<file path="src/rtl/bpg_pkg.sv">
package bpg_pkg;
  localparam int unsigned CODE_W = 3;

  typedef struct packed {
    logic stepEn;
    logic seedEn;
  } bpgStrobe_t;

  typedef struct packed {
    logic invert;
    logic w2;
    logic w1;
  } weightCode_t;
endpackage

</file>
<file path="src/rtl/bpg_ctrl.sv">
module bpg_ctrl
  import bpg_pkg::*;
#(
  parameter int unsigned OUT_W    = 8,
  parameter int unsigned NUM_SETS = 3,
  parameter int unsigned SEL_W    = 2
) (
  input  logic                      clk,
  input  logic                      rstN,
  input  logic                      enable,
  input  logic                      seedLoad,
  input  logic                      cfgWrEn,
  input  logic [SEL_W-1:0]          cfgAddr,
  input  logic [OUT_W*CODE_W-1:0]   cfgData,
  input  logic [SEL_W-1:0]          setSel,
  output bpgStrobe_t                strobe,
  output logic [OUT_W*CODE_W-1:0]   activeWeights
);
  localparam int unsigned SET_BITS = OUT_W * CODE_W;

  logic [SET_BITS-1:0] setReg [NUM_SETS];

  // Seed load wins over a step request.
  always_comb begin
    strobe.seedEn = seedLoad;
    strobe.stepEn = enable & ~seedLoad;
  end

  for (genvar s = 0; s < NUM_SETS; s++) begin : g_set
    always_ff @(posedge clk) begin
      if (!rstN) setReg[s] <= '0;
      else if (cfgWrEn && (cfgAddr == SEL_W'(s))) setReg[s] <= cfgData;
    end

    assert_set_write_R7: assert property (@(posedge clk) disable iff (!rstN)
      (cfgWrEn && (cfgAddr == SEL_W'(s))) |=> (setReg[s] == $past(cfgData)));

    assert_set_keep_R7: assert property (@(posedge clk) disable iff (!rstN)
      !(cfgWrEn && (cfgAddr == SEL_W'(s))) |=> $stable(setReg[s]));
  end

  always_comb begin
    activeWeights = '0;
    for (int s = 0; s < NUM_SETS; s++) begin
      if (setSel == SEL_W'(s)) activeWeights = setReg[s];
    end
  end

  assert_unweighted_sel_R8: assert property (@(posedge clk) disable iff (!rstN)
    (setSel >= SEL_W'(NUM_SETS)) |-> (activeWeights == '0));
endmodule

</file>
<file path="src/rtl/bpg_datapath.sv">
module bpg_datapath
  import bpg_pkg::*;
#(
  parameter int unsigned          LFSR_W       = 16,
  parameter int unsigned          OUT_W        = 8,
  parameter logic [LFSR_W-1:0]    TAP_MASK     = 16'hB400,
  parameter logic [LFSR_W-1:0]    DEFAULT_SEED = 16'hACE1
) (
  input  logic                      clk,
  input  logic                      rstN,
  input  bpgStrobe_t                strobe,
  input  logic [LFSR_W-1:0]         seedValue,
  input  logic [OUT_W*CODE_W-1:0]   activeWeights,
  output logic [OUT_W-1:0]          patternOut
);
  localparam int unsigned STRIDE = LFSR_W / 4;

  logic [LFSR_W-1:0] lfsr;
  logic [LFSR_W-1:0] lfsrNext;
  logic [LFSR_W-1:0] seedSafe;
  logic [OUT_W-1:0]  weightedBits;

  always_comb begin
    lfsrNext = {lfsr[LFSR_W-2:0], ^(lfsr & TAP_MASK)};
    seedSafe = (seedValue == '0) ? DEFAULT_SEED : seedValue;
  end

  always_ff @(posedge clk) begin
    if (!rstN)              lfsr <= DEFAULT_SEED;
    else if (strobe.seedEn) lfsr <= seedSafe;
    else if (strobe.stepEn) lfsr <= lfsrNext;
  end

  for (genvar i = 0; i < OUT_W; i++) begin : g_lane
    localparam int unsigned P0 = i % LFSR_W;
    localparam int unsigned P1 = (i + STRIDE) % LFSR_W;
    localparam int unsigned P2 = (i + 2 * STRIDE) % LFSR_W;
    localparam int unsigned P3 = (i + 3 * STRIDE) % LFSR_W;

    weightCode_t code;
    logic        andBit;

    always_comb begin
      code = weightCode_t'(activeWeights[CODE_W*i +: CODE_W]);
      unique case ({code.w1, code.w2})
        2'b00:   andBit = lfsr[P0];
        2'b01:   andBit = lfsr[P0] & lfsr[P1];
        2'b10:   andBit = lfsr[P0] & lfsr[P1] & lfsr[P2];
        default: andBit = lfsr[P0] & lfsr[P1] & lfsr[P2] & lfsr[P3];
      endcase
      weightedBits[i] = andBit ^ code.invert;
    end
  end

  always_ff @(posedge clk) begin
    if (!rstN)              patternOut <= '0;
    else if (strobe.stepEn) patternOut <= weightedBits;
  end

  assert_state_nonzero_R10: assert property (@(posedge clk) disable iff (!rstN)
    lfsr != '0);

  assert_step_shifts_R2: assert property (@(posedge clk) disable iff (!rstN)
    strobe.stepEn |=> (lfsr[LFSR_W-1:1] == $past(lfsr[LFSR_W-2:0])));

  assert_idle_holds_R2: assert property (@(posedge clk) disable iff (!rstN)
    (!strobe.stepEn && !strobe.seedEn) |=> ($stable(lfsr) && $stable(patternOut)));

  assert_seed_lands_R5: assert property (@(posedge clk) disable iff (!rstN)
    (strobe.seedEn && (seedValue != '0)) |=> (lfsr == $past(seedValue)));

  assert_seed_blocks_out_R5: assert property (@(posedge clk) disable iff (!rstN)
    strobe.seedEn |=> $stable(patternOut));
endmodule

</file>
<file path="src/rtl/weighted_pattern_gen.sv">
module weighted_pattern_gen
  import bpg_pkg::*;
#(
  parameter int unsigned LFSR_W   = 16,
  parameter int unsigned OUT_W    = 8,
  parameter int unsigned NUM_SETS = 3,
  parameter int unsigned SEL_W    = 2
) (
  input  logic                      clk,
  input  logic                      rstN,
  input  logic                      enable,
  input  logic                      seedLoad,
  input  logic [LFSR_W-1:0]         seedValue,
  input  logic                      cfgWrEn,
  input  logic [SEL_W-1:0]          cfgAddr,
  input  logic [OUT_W*CODE_W-1:0]   cfgData,
  input  logic [SEL_W-1:0]          setSel,
  output logic [OUT_W-1:0]          patternOut
);
  bpgStrobe_t                strobe;
  logic [OUT_W*CODE_W-1:0]   activeWeights;

  bpg_ctrl #(
    .OUT_W(OUT_W), .NUM_SETS(NUM_SETS), .SEL_W(SEL_W)
  ) ctrl_i (
    .clk(clk), .rstN(rstN), .enable(enable), .seedLoad(seedLoad),
    .cfgWrEn(cfgWrEn), .cfgAddr(cfgAddr), .cfgData(cfgData),
    .setSel(setSel), .strobe(strobe), .activeWeights(activeWeights)
  );

  bpg_datapath #(
    .LFSR_W(LFSR_W), .OUT_W(OUT_W)
  ) datapath_i (
    .clk(clk), .rstN(rstN), .strobe(strobe), .seedValue(seedValue),
    .activeWeights(activeWeights), .patternOut(patternOut)
  );
endmodule

</file>
<file path="config.mk">
export PLATFORM = sky130hd
export DESIGN_NAME = weighted_pattern_gen
export DESIGN_NICKNAME = d
export VERILOG_FILES = /design/src/rtl/bpg_pkg.sv /design/src/rtl/bpg_ctrl.sv /design/src/rtl/bpg_datapath.sv /design/src/rtl/weighted_pattern_gen.sv
export SDC_FILE = /design/constraint.sdc
export NUM_CORES = 1
export LEC_CHECK = 0
export ABC_AREA = 1
export CAP_MARGIN = 20
export CORE_UTILIZATION = 55
export DETAILED_ROUTE_END_ITERATION = 12
export PLACE_DENSITY_LB_ADDON = 0.15
export SLEW_MARGIN = 20
export SYNTH_ARGS = -nofsm -noshare
export SYNTH_HDL_FRONTEND = slang
export SYNTH_SLANG_ARGS = --single-unit
</file>
<file path="constraint.sdc">
create_clock -name clk -period 4.7 [get_ports clk]
set_input_delay 0.705 -clock clk [delete_from_list [all_inputs] [get_ports clk]]
set_output_delay 0.705 -clock clk [all_outputs]
set_load 0.05 [all_outputs]
</file>
Word level (Yosys, flattened, before mapping) --
Memory sizes are Yosys's and may differ from the RTL's. Index checks and enable logic that the tools add are counted.
Cells by class: equal/unequal tests 20, multiplexer cells 27, bitwise logic cells 37, reductions and logical operators 16
Operators by type and width (number):
- $mux W24 | 6
- $mux W16 | 3
- $and A1 B1 Y1 | 25
- $pmux W1 S3 | 8
- $eq A2 B1 Y1 const B | 10
- $eq A2 B2 Y1 const B | 10
- $logic_not A2 Y1 | 10
- $logic_not A16 Y1 | 1
- $reduce_xor A16 Y1 | 1
- $mux W1 | 10
- $xor A1 B1 Y1 | 8
- $logic_and A1 B1 Y1 | 3
- $or A1 B1 Y1 | 3
- $reduce_bool A2 Y1 | 1
- $not A1 Y1 | 1
Storage, ports and cells: register bits after elaboration 24, RAM bits 72, input port bits 49, output and inout port bits 8, memories kept 1
Memories:
- ctrl_i.setReg | depth 3, bits a word 24, read ports 3, clocked after memory_dff 0, wr ports 3, line bpg_ctrl.sv:21 | logic [SET_BITS-1:0] setReg [NUM_SETS];

Longest topological paths before layout --
depth in word-level cells 7, gate-level depth with buffers 14

By module --
From an unflattened synthesis, not the netlist that was laid out.
Second synthesis, totals: cells, all modules 567, area, all modules 4749.6 sq um
Modules (own cells, without submodules):
- bpg_ctrl | times used 1, cells each 300, area each 3150.5 sq um, sequential area each 2162.1 sq um
- bpg_datapath | times used 1, cells each 267, area each 1599.0 sq um, sequential area each 480.5 sq um

Worst setup path after synthesis --
No wires, ideal clock.
path type input port to flip-flop, start input port rstN, end memory ctrl_i.setReg[0][0] (netlist name) (enable), arrival 1.703 ns, data required time 4.274 ns, slack 2.571 ns, stages 3, path buffers 2, cell sequence clkbuf_1 -> clkbuf_1 -> nand2_1
RTL lines:
- start, declared | line weighted_pattern_gen.sv:10 | input logic rstN,
- end, declared | line bpg_ctrl.sv:21

Worst setup path after layout --
start input port setSel[0], end register datapath_i.patternOut[7]
On the way: longest elaborated chain between the ends 7, elaborated cells between the ends (all ways) 11, classes of those cells eq/ne: 4; mux: 4; bitwise: 1; reduce/logical: 2
Ends and longest elaborated chain:
- start, declared | line weighted_pattern_gen.sv:17 | input logic [SEL_W-1:0] setSel,
- $logic_not A2 Y1 | line bpg_ctrl.sv:45 | if (setSel == SEL_W'(s)) activeWeights = setReg[s];
- $mux W24 (2 in series) | line bpg_ctrl.sv:45
- $mux W24 (*) | line bpg_ctrl.sv:45
- $eq A2 B2 Y1, or another cell as far along | line bpg_datapath.sv:45 | unique case ({code.w1, code.w2})
- $pmux W1 S3 | line bpg_datapath.sv:45
- $xor A1 B1 Y1 (*) | line bpg_datapath.sv:51 | weightedBits[i] = andBit ^ code.invert;
- end signal, assigned | line bpg_datapath.sv:57 | else if (strobe.stepEn) patternOut <= weightedBits;
- end, declared | line bpg_datapath.sv:14 | output logic [OUT_W-1:0] patternOut
Mark *: on every way between the ends. The rest lies on a longest branch, timed or not. A chain may end at the register's enable or synchronous reset.

==> key figures <==
Timing
  • Slew @ Worst Pin: 1.01 ns
  • Fin. max-slew vios: 0
  • Slew margin rel.: 32.1%
  • Final setup viols: 0
  • Max Freq: 0.366 GHz
  • Final min period: 2.73 ns
  • Final Hold Fails: 0
  • Clock Skew: 0.0119 ns
  • Fin Setup TNS: 0 ns
  • Tcrit/Tclk final: 58.2%
  • RSZ-0062 raised after global routing: no

Final layout
  • Filler-free cell count of the finished design: 766
  • Area grow syn2layout: 15.6%
  • Fin area: 5680 um^2
  • Ant diodes: 0
  • Nets@finish: 702
  • Layout Utilization: 65.5%
  • Layout cells sized above 1: 6.23%

Critical path
  • Worst R2R Start: ctrl_i.setReg[1][21]$_SDFFCE_PN0P_
  • WP data required: 4.96 ns
  • Cell Chain, Critical Path: clkdlybuf4s50_1 > inv_4 > nand3b_1 > nand2_1 > nor2_1 > nand3_1 > nand2_1 > inv_2 > nand3_1 > nand2_1 > nor2_1 > nor2_1
  • R2r setup slk: 3.32 ns
  • Worst setup EP type: flop
  • R2R cell count: 11
  • CP startpoint kind: input port
  • Worst EP arrival: 2.99 ns
  • Slowest CP cell: clkdlybuf4s50_1
  • Cell family with most CP delay: buffers and inverters
  • Slowest stage delay, CP: 1.06 ns
  • Critical Setup Path Class: in -> reg
  • Capturing point of the worst reg2reg path: datapath_i.patternOut[7]$_SDFFE_PN0P_
  • CP Buf/Inv Count: 3
  • Worst-path fanout max: 17

Yosys
  • Mapped Cells: 602
  • Count leader, synth: nand2_1
  • Seq/Total Area, Yosys: 53.7%
  • Ys Warns: 0
  • Compound-Gate Fraction of Synth Area: 5.17%
  • Fraction of registers with async set/reset: 0%
  • Syn Area/Cell: 8.17 um^2
  • Post-Synth Simple-Gate Area: between 20 and 30%
  • Mux cell area share after synthesis: 0%
  • Post-synth EDFFs: 72
  • #FFs+latches synth: 96
  • Synth area leader: edfxtp_1
  • Synth area leaders: edfxtp_1, nand2_1, dfxtp_1
  • Top cells by count, synth: nand2_1, nor2_1, inv_1, edfxtp_1, nand3_1
  • Netlist cell types: 29
  • Largest family of logic cells by synthesized area: simple AND/OR/NAND/NOR gates
  • Syn Nets: 651
  • Ys flop type: edfxtp_1
  • Synth Area in XOR/XNOR: 0.534%
  • Post-synthesis adder-cell area fraction: 0%
  • Synth top area share: 44.0%
  • Cell area after synthesis: 4920 um^2

Place
  • Hpwl dp: 8.17 mm
  • PortBufs: 56
  • Gpl congestion: approximately 0.95
  • Placed Cells: 750
  • Area after DPL: 5510 um^2

Run
  • Max Cap Viol: 0

Route
  • Final Routed Wirelength: 11.4 mm
  • Initial DRC Count: 249
  • Routed wire per std cell: 14.8 um
  • Vias per cell: around 5.2
  • DRC viols: 0
  • Via count: 3992
  • Pre-antenna DRT Iters: 4
  • Post-route ant nets: 0

Clock tree
  • Clock Tree Root: clkbuf_8
  • Postcts setup bufs: 0
  • CTS tree: done
  • Clock Pin Slew Worst Setup and Hold Paths: 0.09 ns
  • # resized after CTS: 0
  • TritonCTS sink count: between 90 and 100
  • Hold Buf Count CTS: 0
  • CTS max path bufs: 2
  • Clk_lat worst skew: 0.37 ns
  • Number of buffers created by CTS: 9
  • H-Tree Level Count: 3

Power and ir drop
  • Maximum vdd drop: 0.181 mV
  • Tot Pwr: 1.78 mW
  • PD cells: 313 nW/um^2
  • Int Power: 1.27 mW
  • Sw frac: 28.4%
  • Reg power frac: 56.4%
  • Combinational share of power: around 16%
  • Power share of the clock group: 27.7%
  • Switching power: 0.506 mW
  • Leak: 2.57 nW

Floorplanning
  • DIE WIDTH: 96.6 um
  • Ports: 57
  • Num rows: 34
  • Die Ht: 96.6 um
  • Starting Density: 56.7%
  • Die area: 9320 um^2
  • Core area: 8680 um^2

Global routing
  • Gr usage total: 26.4%
  • First-pass GRT wire length: 17.9 mm
  • Vias in the first global route: 3684
  • Gr ovfl total: 0
  • Pin count of the biggest net entering global routing: 29
  • Antenna violations before repair: 0

Min path
  • Hold Path Depth: 2
  • HP Start: datapath_i.lfsr[14]$_SDFFE_PN0P_
  • Hold Crit Endpoint: datapath_i.lfsr[15]$_SDFFE_PN1P_
  • HP Class: reg -> reg

Run status
  • Status: completed
-- layout make-up --
type | instances | area (um^2)
inverter | 98 | 375
multi-input combinational | 386 | 1760
tap | 108 | 135
clock inverter | 7 | 46.3
clock buffer | 9 | 124
fill | 770 | 2990
sequential | 96 | 2640
timing repair buffer | 62 | 606
-- worst reg2reg max path: stages (launching register included) --
cell,delay (ns)
edfxtp_1,0.33
nand2_1,0.05
nand2_1,0.08
inv_1,0.06
nor2_1,0.25
nand3_1,0.11
nand2_1,0.10
inv_2,0.04
nand3_1,0.05
nand2_1,0.05
nor2_1,0.13
nor2_1,0.05
-- sequential cells by signal (all words and copies together), names as in the netlist --
| register | flops |
|---|---|
| ctrl_i.setReg | 72 |
| datapath_i.lfsr | 16 |
| datapath_i.patternOut | 8 |
-- cell families (layout without fill, tap and decap cells) --
family,Yosys count,after routing
buf+inv,120,176
compound gates,42,42
flops,96,96
xor+xnor,3,3
simple gates,341,341
-- metal layers --
metal / GRT usage [%] / up-vias / share of wire (%)
met4: 11.0 / 0 / 2.7
met3: 5.95 / 28 / 6.6
met5: 0 / - / 0
met1: 34.3 / 1801 / 44
met2: 42.5 / 139 / 47
li1: - / 2024 / -
-- worst max-delay path by stage --
stage	to	cells past startpoint	start
floorplan	ctrl_i.setReg[0][0]$_SDFFCE_PN0P_	3	rstN
global placement	ctrl_i.setReg[1][13]$_SDFFCE_PN0P_	2	rstN
detailed placement	ctrl_i.setReg[1][12]$_SDFFCE_PN0P_	2	rstN
CTS	ctrl_i.setReg[1][21]$_SDFFCE_PN0P_	2	rstN
global route	datapath_i.patternOut[7]$_SDFFE_PN0P_	12	setSel[0]
finish	datapath_i.patternOut[7]$_SDFFE_PN0P_	12	setSel[0]
-- power by group through the flow --
stage | Sequential (mW) | Clock, mW | Combinational [mW]
after CTS | 1.00 | 0.498 | 0.282
after detailed placement | 1.02 | 0 | 0.281
after global routing | 1.01 | 0.532 | 0.317
after global placement | 1.02 | 0 | 0.276
final | 1.00 | 0.493 | 0.283
after floorplan | 1.03 | 0 | 0.171
-- layout by cell type (no fill, tap or decap), drive strengths merged --
master and count:
nand3b 4, o21ai 21, clkbuf 9, nand4 7, nor2 115, nand3 66, edfxtp 72, clkdlybuf4s50 56
clkinv 4, xor2 1, nand2 145, a21oi 10, clkinvlp 1, dfxtp 24, o2111ai 6, o221ai 4
inv 100, and2 1, o211ai 1, xnor2 2, nor3 3, buf 6
-- through the flow --
stage	hold WS, ns	setup WS [ns]
floorplan	0.452	2.57
global placement	0.472	1.39
detailed placement	0.477	1.34
CTS	0.496	1.79
global route	0.520	1.73
finish	0.489	1.97
Note: power is estimated with default switching activity, not from simulation.
